### config.mk
export PLATFORM = sky130hd
export DESIGN_NAME = sparse_weight_decomp
export DESIGN_NICKNAME = d
export VERILOG_FILES = /design/src/rtl/swd_pkg.sv /design/src/rtl/swd_mask_feed.sv /design/src/rtl/swd_byte_align.sv /design/src/rtl/swd_group_track.sv /design/src/rtl/sparse_weight_decomp.sv
export SDC_FILE = /design/constraint.sdc
export NUM_CORES = 1
export LEC_CHECK = 0
export CAP_MARGIN = 10
export CORE_AREA = 2 2 137 193
export CTS_CLUSTER_SIZE = 8
export DETAILED_ROUTE_END_ITERATION = 10
export DIE_AREA = 0 0 139 195
export DONT_BUFFER_PORTS = 1
export GPL_ROUTABILITY_DRIVEN = 1
export SYNTH_ARGS = -nofsm -noshare
export SYNTH_HDL_FRONTEND = slang
export SYNTH_SLANG_ARGS = --single-unit
### constraint.sdc
create_clock -name clk -period 6 [get_ports clk]
set_clock_uncertainty 0.2 [all_clocks]
set_input_delay 0.3 -clock clk [delete_from_list [all_inputs] [get_ports clk]]
set_output_delay 0.3 -clock clk [all_outputs]
set_load 0.03 [all_outputs]
### src/rtl/swd_pkg.sv
package swd_pkg;

    localparam int BYTE_W = 8;
    localparam int ELEM_W = 2 * BYTE_W;

    typedef enum logic {
        MODE_B1 = 1'b0,
        MODE_B2 = 1'b1
    } elem_mode_e;

    typedef struct packed {
        logic [ELEM_W-1:0] data;
        logic              last;
    } dense_elem_t;

    function automatic logic [1:0] bytes_per_elem(elem_mode_e m);
        return (m == MODE_B2) ? 2'd2 : 2'd1;
    endfunction

    function automatic logic [ELEM_W-1:0] form_elem(elem_mode_e m,
                                                    logic [BYTE_W-1:0] lo,
                                                    logic [BYTE_W-1:0] hi);
        if (m == MODE_B2)
            return {hi, lo};
        return {{BYTE_W{lo[BYTE_W-1]}}, lo};
    endfunction

endpackage

### src/rtl/swd_mask_feed.sv
module swd_mask_feed #(
    parameter int MASK_W = 8
) (
    input  logic              clk,
    input  logic              rst,
    input  logic              mask_valid,
    input  logic [MASK_W-1:0] mask_data,
    output logic              mask_ready,
    input  logic              take,
    output logic              bit_valid,
    output logic              bit_val
);
    localparam int LEFT_W = $clog2(MASK_W + 1);

    logic [MASK_W-1:0] bits_q;
    logic [LEFT_W-1:0] left_q;

    assign bit_valid  = (left_q != '0);
    assign bit_val    = bits_q[0];
    assign mask_ready = (left_q == '0) || ((left_q == LEFT_W'(1)) && take);

    always_ff @(posedge clk) begin
        if (rst) begin
            bits_q <= '0;
            left_q <= '0;
        end else if (mask_valid && mask_ready) begin
            bits_q <= mask_data;
            left_q <= LEFT_W'(MASK_W);
        end else if (take) begin
            bits_q <= bits_q >> 1;
            left_q <= left_q - LEFT_W'(1);
        end
    end

    // a bit is only consumed when one is held
    p_take_has_bit_r2: assert property (@(posedge clk) disable iff (rst)
        take |-> bit_valid);

    // bit count never exceeds one mask byte
    p_left_bound_r8: assert property (@(posedge clk) disable iff (rst)
        left_q <= LEFT_W'(MASK_W));

endmodule

### src/rtl/swd_byte_align.sv
module swd_byte_align #(
    parameter int LANES = 2
) (
    input  logic                   clk,
    input  logic                   rst,
    input  logic                   in_valid,
    input  logic [8*LANES-1:0]     in_data,
    output logic                   in_ready,
    input  logic [$clog2(LANES+1)-1:0] pop,
    output logic [7:0]             head0,
    output logic [7:0]             head1,
    output logic [$clog2(2*LANES+1)-1:0] level
);
    localparam int DEPTH = 2 * LANES;
    localparam int LVL_W = $clog2(DEPTH + 1);

    logic [7:0]       q_q [DEPTH];
    logic [7:0]       q_n [DEPTH];
    logic [LVL_W-1:0] lvl_q;
    logic             acc;

    assign in_ready = (lvl_q <= LVL_W'(DEPTH - LANES));
    assign acc      = in_valid && in_ready;
    assign head0    = q_q[0];
    assign head1    = q_q[1];
    assign level    = lvl_q;

    always_comb begin
        for (int i = 0; i < DEPTH; i++) begin
            q_n[i] = '0;
            if ((i + int'(pop)) < int'(lvl_q))
                q_n[i] = q_q[i + int'(pop)];
            else if (acc && ((i + int'(pop) - int'(lvl_q)) < LANES))
                q_n[i] = in_data[8*(i + int'(pop) - int'(lvl_q)) +: 8];
        end
    end

    always_ff @(posedge clk) begin
        if (rst) begin
            lvl_q <= '0;
            for (int i = 0; i < DEPTH; i++) q_q[i] <= '0;
        end else begin
            lvl_q <= lvl_q - LVL_W'(pop) + (acc ? LVL_W'(LANES) : LVL_W'(0));
            for (int i = 0; i < DEPTH; i++) q_q[i] <= q_n[i];
        end
    end

    // never pop more bytes than are held
    p_pop_le_level_r3: assert property (@(posedge clk) disable iff (rst)
        LVL_W'(pop) <= lvl_q);

    // occupancy stays within the buffer
    p_level_bound_r10: assert property (@(posedge clk) disable iff (rst)
        lvl_q <= LVL_W'(DEPTH));

endmodule

### src/rtl/swd_group_track.sv
module swd_group_track #(
    parameter int CNT_ELEM_W = 16,
    parameter int CNT_W      = 32
) (
    input  logic                  clk,
    input  logic                  rst,
    input  logic                  fire,
    input  logic [1:0]            bytes_used,
    input  logic [CNT_ELEM_W-1:0] group_elems,
    input  logic [CNT_W-1:0]      cnt_data,
    output logic                  is_last,
    output logic                  err
);
    logic [CNT_ELEM_W-1:0] idx_q;
    logic [CNT_W-1:0]      acc_q;
    logic [CNT_W-1:0]      acc_n;
    logic                  err_q;

    assign is_last = (idx_q == group_elems - CNT_ELEM_W'(1));
    assign acc_n   = acc_q + CNT_W'(bytes_used);
    assign err     = err_q;

    always_ff @(posedge clk) begin
        if (rst) begin
            idx_q <= '0;
            acc_q <= '0;
            err_q <= 1'b0;
        end else if (fire) begin
            if (is_last) begin
                idx_q <= '0;
                acc_q <= '0;
                if (acc_n != cnt_data) err_q <= 1'b1;
            end else begin
                idx_q <= idx_q + CNT_ELEM_W'(1);
                acc_q <= acc_n;
            end
        end
    end

    // the error flag never clears outside reset
    p_err_sticky_r7: assert property (@(posedge clk) disable iff (rst)
        err_q |=> err_q);

    // closing a group restarts the element position
    p_group_restart_r5: assert property (@(posedge clk) disable iff (rst)
        (fire && is_last) |=> (idx_q == '0) && (acc_q == '0));

endmodule

### src/rtl/sparse_weight_decomp.sv
module sparse_weight_decomp
    import swd_pkg::*;
#(
    parameter int CNT_ELEM_W = 16,
    parameter int CNT_W      = 32,
    parameter int LANES      = 2
) (
    input  logic                  clk,
    input  logic                  rst,
    input  logic                  cfg_elem16,
    input  logic [CNT_ELEM_W-1:0] cfg_group_elems,
    input  logic                  mask_valid,
    input  logic [BYTE_W-1:0]     mask_data,
    output logic                  mask_ready,
    input  logic                  pk_valid,
    input  logic [8*LANES-1:0]    pk_data,
    output logic                  pk_ready,
    input  logic                  gcnt_valid,
    input  logic [CNT_W-1:0]      gcnt_data,
    output logic                  gcnt_ready,
    output logic                  out_valid,
    output logic [ELEM_W-1:0]     out_data,
    output logic                  out_last,
    input  logic                  out_ready,
    output logic                  err_count
);
    localparam int POP_W = $clog2(LANES + 1);
    localparam int LVL_W = $clog2(2 * LANES + 1);

    elem_mode_e       mode;
    logic [1:0]       need;
    logic             bit_valid, bit_val;
    logic             have, fire, is_last;
    logic [POP_W-1:0] pop;
    logic [7:0]       head0, head1;
    logic [LVL_W-1:0] level;
    dense_elem_t      elem;

    assign mode = elem_mode_e'(cfg_elem16);
    assign need = bytes_per_elem(mode);
    assign have = (level >= LVL_W'(need));

    swd_mask_feed #(.MASK_W(BYTE_W)) u_mask (
        .clk(clk), .rst(rst),
        .mask_valid(mask_valid), .mask_data(mask_data), .mask_ready(mask_ready),
        .take(fire), .bit_valid(bit_valid), .bit_val(bit_val)
    );

    swd_byte_align #(.LANES(LANES)) u_align (
        .clk(clk), .rst(rst),
        .in_valid(pk_valid), .in_data(pk_data), .in_ready(pk_ready),
        .pop(pop), .head0(head0), .head1(head1), .level(level)
    );

    swd_group_track #(.CNT_ELEM_W(CNT_ELEM_W), .CNT_W(CNT_W)) u_track (
        .clk(clk), .rst(rst),
        .fire(fire), .bytes_used(2'(pop)), .group_elems(cfg_group_elems),
        .cnt_data(gcnt_data), .is_last(is_last), .err(err_count)
    );

    assign out_valid  = bit_valid && (!bit_val || have) && (!is_last || gcnt_valid);
    assign fire       = out_valid && out_ready;
    assign pop        = (fire && bit_val) ? POP_W'(need) : POP_W'(0);
    assign gcnt_ready = fire && is_last;

    assign elem.data = bit_val ? form_elem(mode, head0, head1) : '0;
    assign elem.last = is_last;
    assign out_data  = elem.data;
    assign out_last  = elem.last;

    // a closing element is never offered without its count
    p_last_waits_cnt_r6: assert property (@(posedge clk) disable iff (rst)
        (out_valid && out_last) |-> gcnt_valid);

    // a stalled element is held unchanged
    p_stall_hold_r9: assert property (@(posedge clk) disable iff (rst)
        (out_valid && !out_ready && !out_last) |=> (out_valid && $stable(out_data)));

    // a zero mask bit yields no packed byte consumption
    p_zero_no_pop_r2: assert property (@(posedge clk) disable iff (rst)
        (fire && !bit_val) |-> (pop == '0));

endmodule

* Yosys cells after proc, flatten, opt, wreduce, memory -nomap -nowiden
Memory sizes are Yosys's and may differ from the RTL's. Cells that the tools add are included.
Operators by class: add/subtract/negate cells 13, $lt $le $gt $ge 10, equal/unequal tests 3, shift-type cells 4, mux-type cells 28, bitwise operators 4, reductions and logical operators 22
Operators with widths (number):
- $lt A32 B3 Y1 const B | 4
- $shiftx A16 B32 Y8 | 4
- $mux W8 | 14
- $lt A32 B4 Y1 | 3
- $sub A32 B4 Y32 | 3
- $mux W16 | 4
- $add A32 B2 Y32 | 1
- $mux W32 | 1
- $ne A32 B32 Y1 | 1
- $add A16 B1 Y16 const B | 1
- $eq A16 B16 Y1 | 1
- $sub A16 B1 Y16 const B | 1
- $logic_and A1 B1 Y1 | 12
- $mux W4 | 2
- $add A2 B2 Y3 const A | 2
- $mux W2 | 3
- $eq A4 B1 Y1 const B | 1
- $logic_not A4 Y1 | 1
- $mux W1 | 4
- $or A1 B1 Y1 | 4
- $reduce_bool A4 Y1 | 1
- $sub A2 B3 Y4 | 1
- $sub A4 B1 Y4 const B | 1
- $add A1 B2 Y3 const A | 1
- other kinds (10) | 13
Word-level totals: register bits 64, RAM bits 32, input bits 79, output and inout port bits 22, word-level logic and storage cells 92, memories 1
Memories:
- u_align.q_q | words 4, bits a word 8, read ports 6, clocked after Yosys merged registers in 0, wr ports 4, RTL line swd_byte_align.sv:17 | logic [7:0] q_q [DEPTH];

* Depth between registers and ports, before layout
depth after elaboration 15, depth in mapped cells 27, gate-level depth less buffers 22

* By module
A second synthesis with hierarchy kept.
Unflattened totals: cell total of the unflattened synthesis 920, area, all modules 7552.2 µm²
Modules (own cells, without submodules):
- swd_group_track | times used 1, cells an instance 546, area each 4098.9 µm², sequential area each 980.9 µm²
- swd_byte_align | times used 1, cells an instance 267, area each 2519.9 µm², sequential area each 700.7 µm²
- swd_mask_feed | times used 1, cells an instance 63, area each 665.6 µm², sequential area each 240.2 µm²
- sparse_weight_decomp | times used 1, cells an instance 44, area each 267.8 µm², sequential area each 0.0 µm²

* Worst setup path before layout
OpenSTA, ideal clock, no wires.
path kind input to register, start input cfg_group_elems[0], end memory u_align.q_q[3][6], setup time 86 ps, data arrival time 6022 ps, data required time 5714 ps, slack -308 ps, stages 26, path buffers 5, path through inv_1 ha_1 nor3b_1 nand4_1 and4bb_1 nor3_1 nor4_4 a31oi_1 and2_1 clkbuf_1 clkbuf_1 nand2_1 ha_1 clkbuf_1 clkbuf_1 inv_1 ha_1 nor2b_1 o21ai_0 nand2b_1 ha_1 mux2_2 or4b_2 buf_1 o21a_1 a211oi_1
RTL lines:
- from (decl) | RTL line sparse_weight_decomp.sv:11 | input logic [CNT_ELEM_W-1:0] cfg_group_elems,
- to (decl) | RTL line swd_byte_align.sv:17

==> results.tsv <==
metric	value	unit
initial antenna violation count	0	
pwr/cell area	420	nW/um^2
Initial DRT Pass Iterations	5	
Routed Antenna Nets	0	
Synth Instances	926	
ranking of synthesized cells by area	dfxtp_1 (26%), xnor2_1 (7.6%), nor2_1 (5.8%), mux2i_1 (5.7%), xor2_1 (5.6%)	
worst reg2reg setup slack	0.49	ns
Register Area	1920	sq um
H-tree levels	3	
Least-Margin Pin Slew	1.03	ns
Tot GR Track Use	0.157	
share of cells above drive strength 1	0.0778	
TNS Setup	0	ns
final setup violating endpoints	0	
clock sinks	96	
ys flop type	dfxtp_1	
GRT Residual Overflow	0	
Core ar.	25200	sq um
crit end category	flop	
WHS Endpoint	u_align.q_q[2][2]	
Setup CP Type	reg2reg	
cts bufs inserted	9	
max cap viols	0	
DRC	0	
CTS tree	built	
Syn-to-layout area delta	9.36	%
I/O Buffers	0	
Die Y	195	um
number of synthesized register bits	96	
Hold Path Origin	pk_data[2]	
I/O pin total	101	
initial drt markers	392	
fraction of registers with async set/reset	0	
Hold Path Class	in2reg	
Netlist cell types	80	
clock root buffer	clkbuf_16	
die area	27100	sq um
Non-Filler Instances	1232	
Warnings, synthesis	0	
Via Count	6552	
routability cong.	0.812	
vias in the first global route	6350	
R2R cell count	18	
fmax	181	MHz
dominant cell type by area after synthesis	dfxtp_1	
worst rel slew slack	0.313	
Wirelength per Cell	17.5	um
hold-critical path depth	2	
Mapped Avg Cell Area	8.10	sq um
row cnt	69	
mapped cell area	7500	sq um
Critical Path Fanout Max	18	
register area share after synthesis	0.256	
Worst setup SP type	flop	
Crit path required time	6.06	ns
Slew Viols, Final	0	
Longest Clk Path Bufs	2	
Vias/cell	5.32	
Routed Wire Length	21.6	mm
number of synthesized flops with an enable pin	0	
largest net degree at the start of global routing	73	
syn_nets	1038	
share of the synthesized area in the top cell type	0.256	
Critical Path AT	5.57	ns
fillers	2715	
Reg2Reg Launch Point	u_track.idx_q[12]	
Initial Utilization	0.297	
Die Wd	139	um
clk slew on worst S/H paths	0.08	ns
status	complete, no violations	
footprint of the multi-input gates	5190	sq um
global-route wire length before repair	34.4	mm
RR Endpoint	u_align.q_q[3][6]	
Placed Cells	1201	
post-layout minimum cycle time	5.51	ns
Skew-Pair Late Insertion Delay	0.36	ns
fin crit share	0.918	
maximum VDD drop	268	uV
Final nets	1020	
final hold violations	0	
Detailed Place HPWL	15.5	mm
RSZ-0062 raised after global routing	false	
leak pwr	2.86	nW
Antenna Diode Count	0	
-- critical path, stage by stage, from the launching register on --
cell and delay [ns]:
dfxtp_1 0.44, xnor2_1 0.14, or4b_1 0.48, a21oi_1 0.14, nor3_1 0.08, nor4_4 0.39, a31oi_4 0.16, and2_1 0.19
nand2_1 0.22, ha_1 0.23, buf_4 0.24, fa_1 0.20, inv_1 0.05, fa_1 0.36, ha_1 0.33, mux2_2 0.34
or4b_2 0.78, o21a_1 0.23, a211oi_1 0.22
-- power by group --
part	switching, mW	internal, mW	total [mW]
clock network	0.293	0.329	0.622
logic	1.20	0.759	1.96
registers	0.111	0.751	0.862
total	1.60	1.84	3.44
-- metrics by stage --
| step | cell area, sq um | utilization | hold WS (ns) | power [mW] | setup slack, ns |
|---|---|---|---|---|---|
| after global placement | 7730 | 0.307 | 0.192 | 2.76 | 0.253 |
| after CTS | 8190 | 0.325 | 0.00560 | 3.43 | 0.437 |
| final | 8200 | 0.325 | 0.0205 | 3.44 | 0.490 |
| after floorplan | 7510 | - | 0.241 | 2.42 | 0.0268 |
| after detailed placement | 7730 | 0.307 | 0.193 | 2.78 | 0.234 |
| after global routing | 8200 | 0.325 | 0.0359 | 3.70 | 0.117 |
-- final cells by class --
cell class / instances / area share
Inverter: 30 / 0.0137
Clock inverter: 7 / 0.00961
Timing Repair Buffer: 30 / 0.0333
Sequential cell: 96 / 0.234
Tap cell: 319 / 0.0487
Multi-Input combinational cell: 741 / 0.633
Clock buffer: 9 / 0.0275
-- layer usage --
| metal | part of all wire | vias to the layer above | track usage | wire (um) |
|---|---|---|---|---|
| li1 | - | 3253 | - | - |
| met3 | 0.044 | 33 | 0.0262 | 940 |
| met4 | 0.025 | 0 | 0.0542 | 548 |
| met1 | 0.41 | 3099 | 0.183 | 8850 |
| met2 | 0.52 | 167 | 0.290 | 11300 |
| met5 | 0 | - | 0 | 0 |
-- cells in the mapped netlist (all sizes together) (4+ instances only) --
| cell | n |
|---|---|
| nor2 | 116 |
| dfxtp | 96 |
| xnor2 | 65 |
| nand3 | 58 |
| nand2 | 54 |
| o21ai | 50 |
| xor2 | 48 |
| mux2i | 43 |
| buf | 30 |
| clkbuf | 29 |
| inv | 29 |
| nor3 | 27 |
| a211oi | 24 |
| ha | 24 |
| nand4 | 20 |
| a21oi | 16 |
| nor2b | 16 |
| a311o | 15 |
| and2 | 15 |
| nor4 | 15 |
| o21a | 15 |
| nand2b | 10 |
| and3 | 9 |
| fa | 9 |
| a21boi | 8 |
| and4 | 8 |
| or3 | 8 |
| o22ai | 7 |
| nor3b | 6 |
| o211ai | 6 |
| o32ai | 5 |
| or4 | 5 |
| mux2 | 4 |
-- registers in the layout, summed over array words and instances (netlist names) --
name	flops
u_align.level	3
u_align.q_q	32
u_mask.bits_q	8
u_mask.left_q	4
u_track.acc_q	32
u_track.err	1
u_track.idx_q	16
-- layout by cell type (no fill, tap or decap), drive strengths merged, types with 20 or more instances in the layout --
| master | instances |
|---|---|
| dfxtp | 96 |
| ha | 24 |
| nor3 | 27 |
| nand3 | 58 |
| nor2 | 116 |
| inv | 31 |
| nand2 | 54 |
| nand4 | 20 |
| a211oi | 24 |
| xnor2 | 65 |
| xor2 | 48 |
| o21ai | 50 |
| mux2i | 43 |
-- worst max-delay path by stage --
stage                     cells past startpoint                 to                from  slack [ns]
after global routing                         19        u_track.err   u_track.idx_q[12]        0.12
after CTS                                    19  u_align.q_q[3][6]   u_track.idx_q[12]        0.44
after floorplan                              25  u_align.q_q[3][6]  cfg_group_elems[2]        0.03
final                                        18  u_align.q_q[3][6]   u_track.idx_q[12]        0.49
after global placement                       20        u_track.err  cfg_group_elems[0]        0.25
after detailed placement                     21  u_align.q_q[3][6]  cfg_group_elems[0]        0.23
-- cells by family after synthesis --
group           share of synthesized area
simple gates                        0.264
compound gates                      0.163
xor+xnor                            0.132
flops                               0.256
buf+inv                            0.0556
mux                                0.0634
fa+ha+maj                          0.0654
-- repair_timing --
item,CTS,global route
gates resized for setup,0,1
setup buffers,0,0
setup endpoints to repair,0,1
hold buffers,15,0
endpoints found under the hold margin,46,0
(Power assumes the default switching activity.)
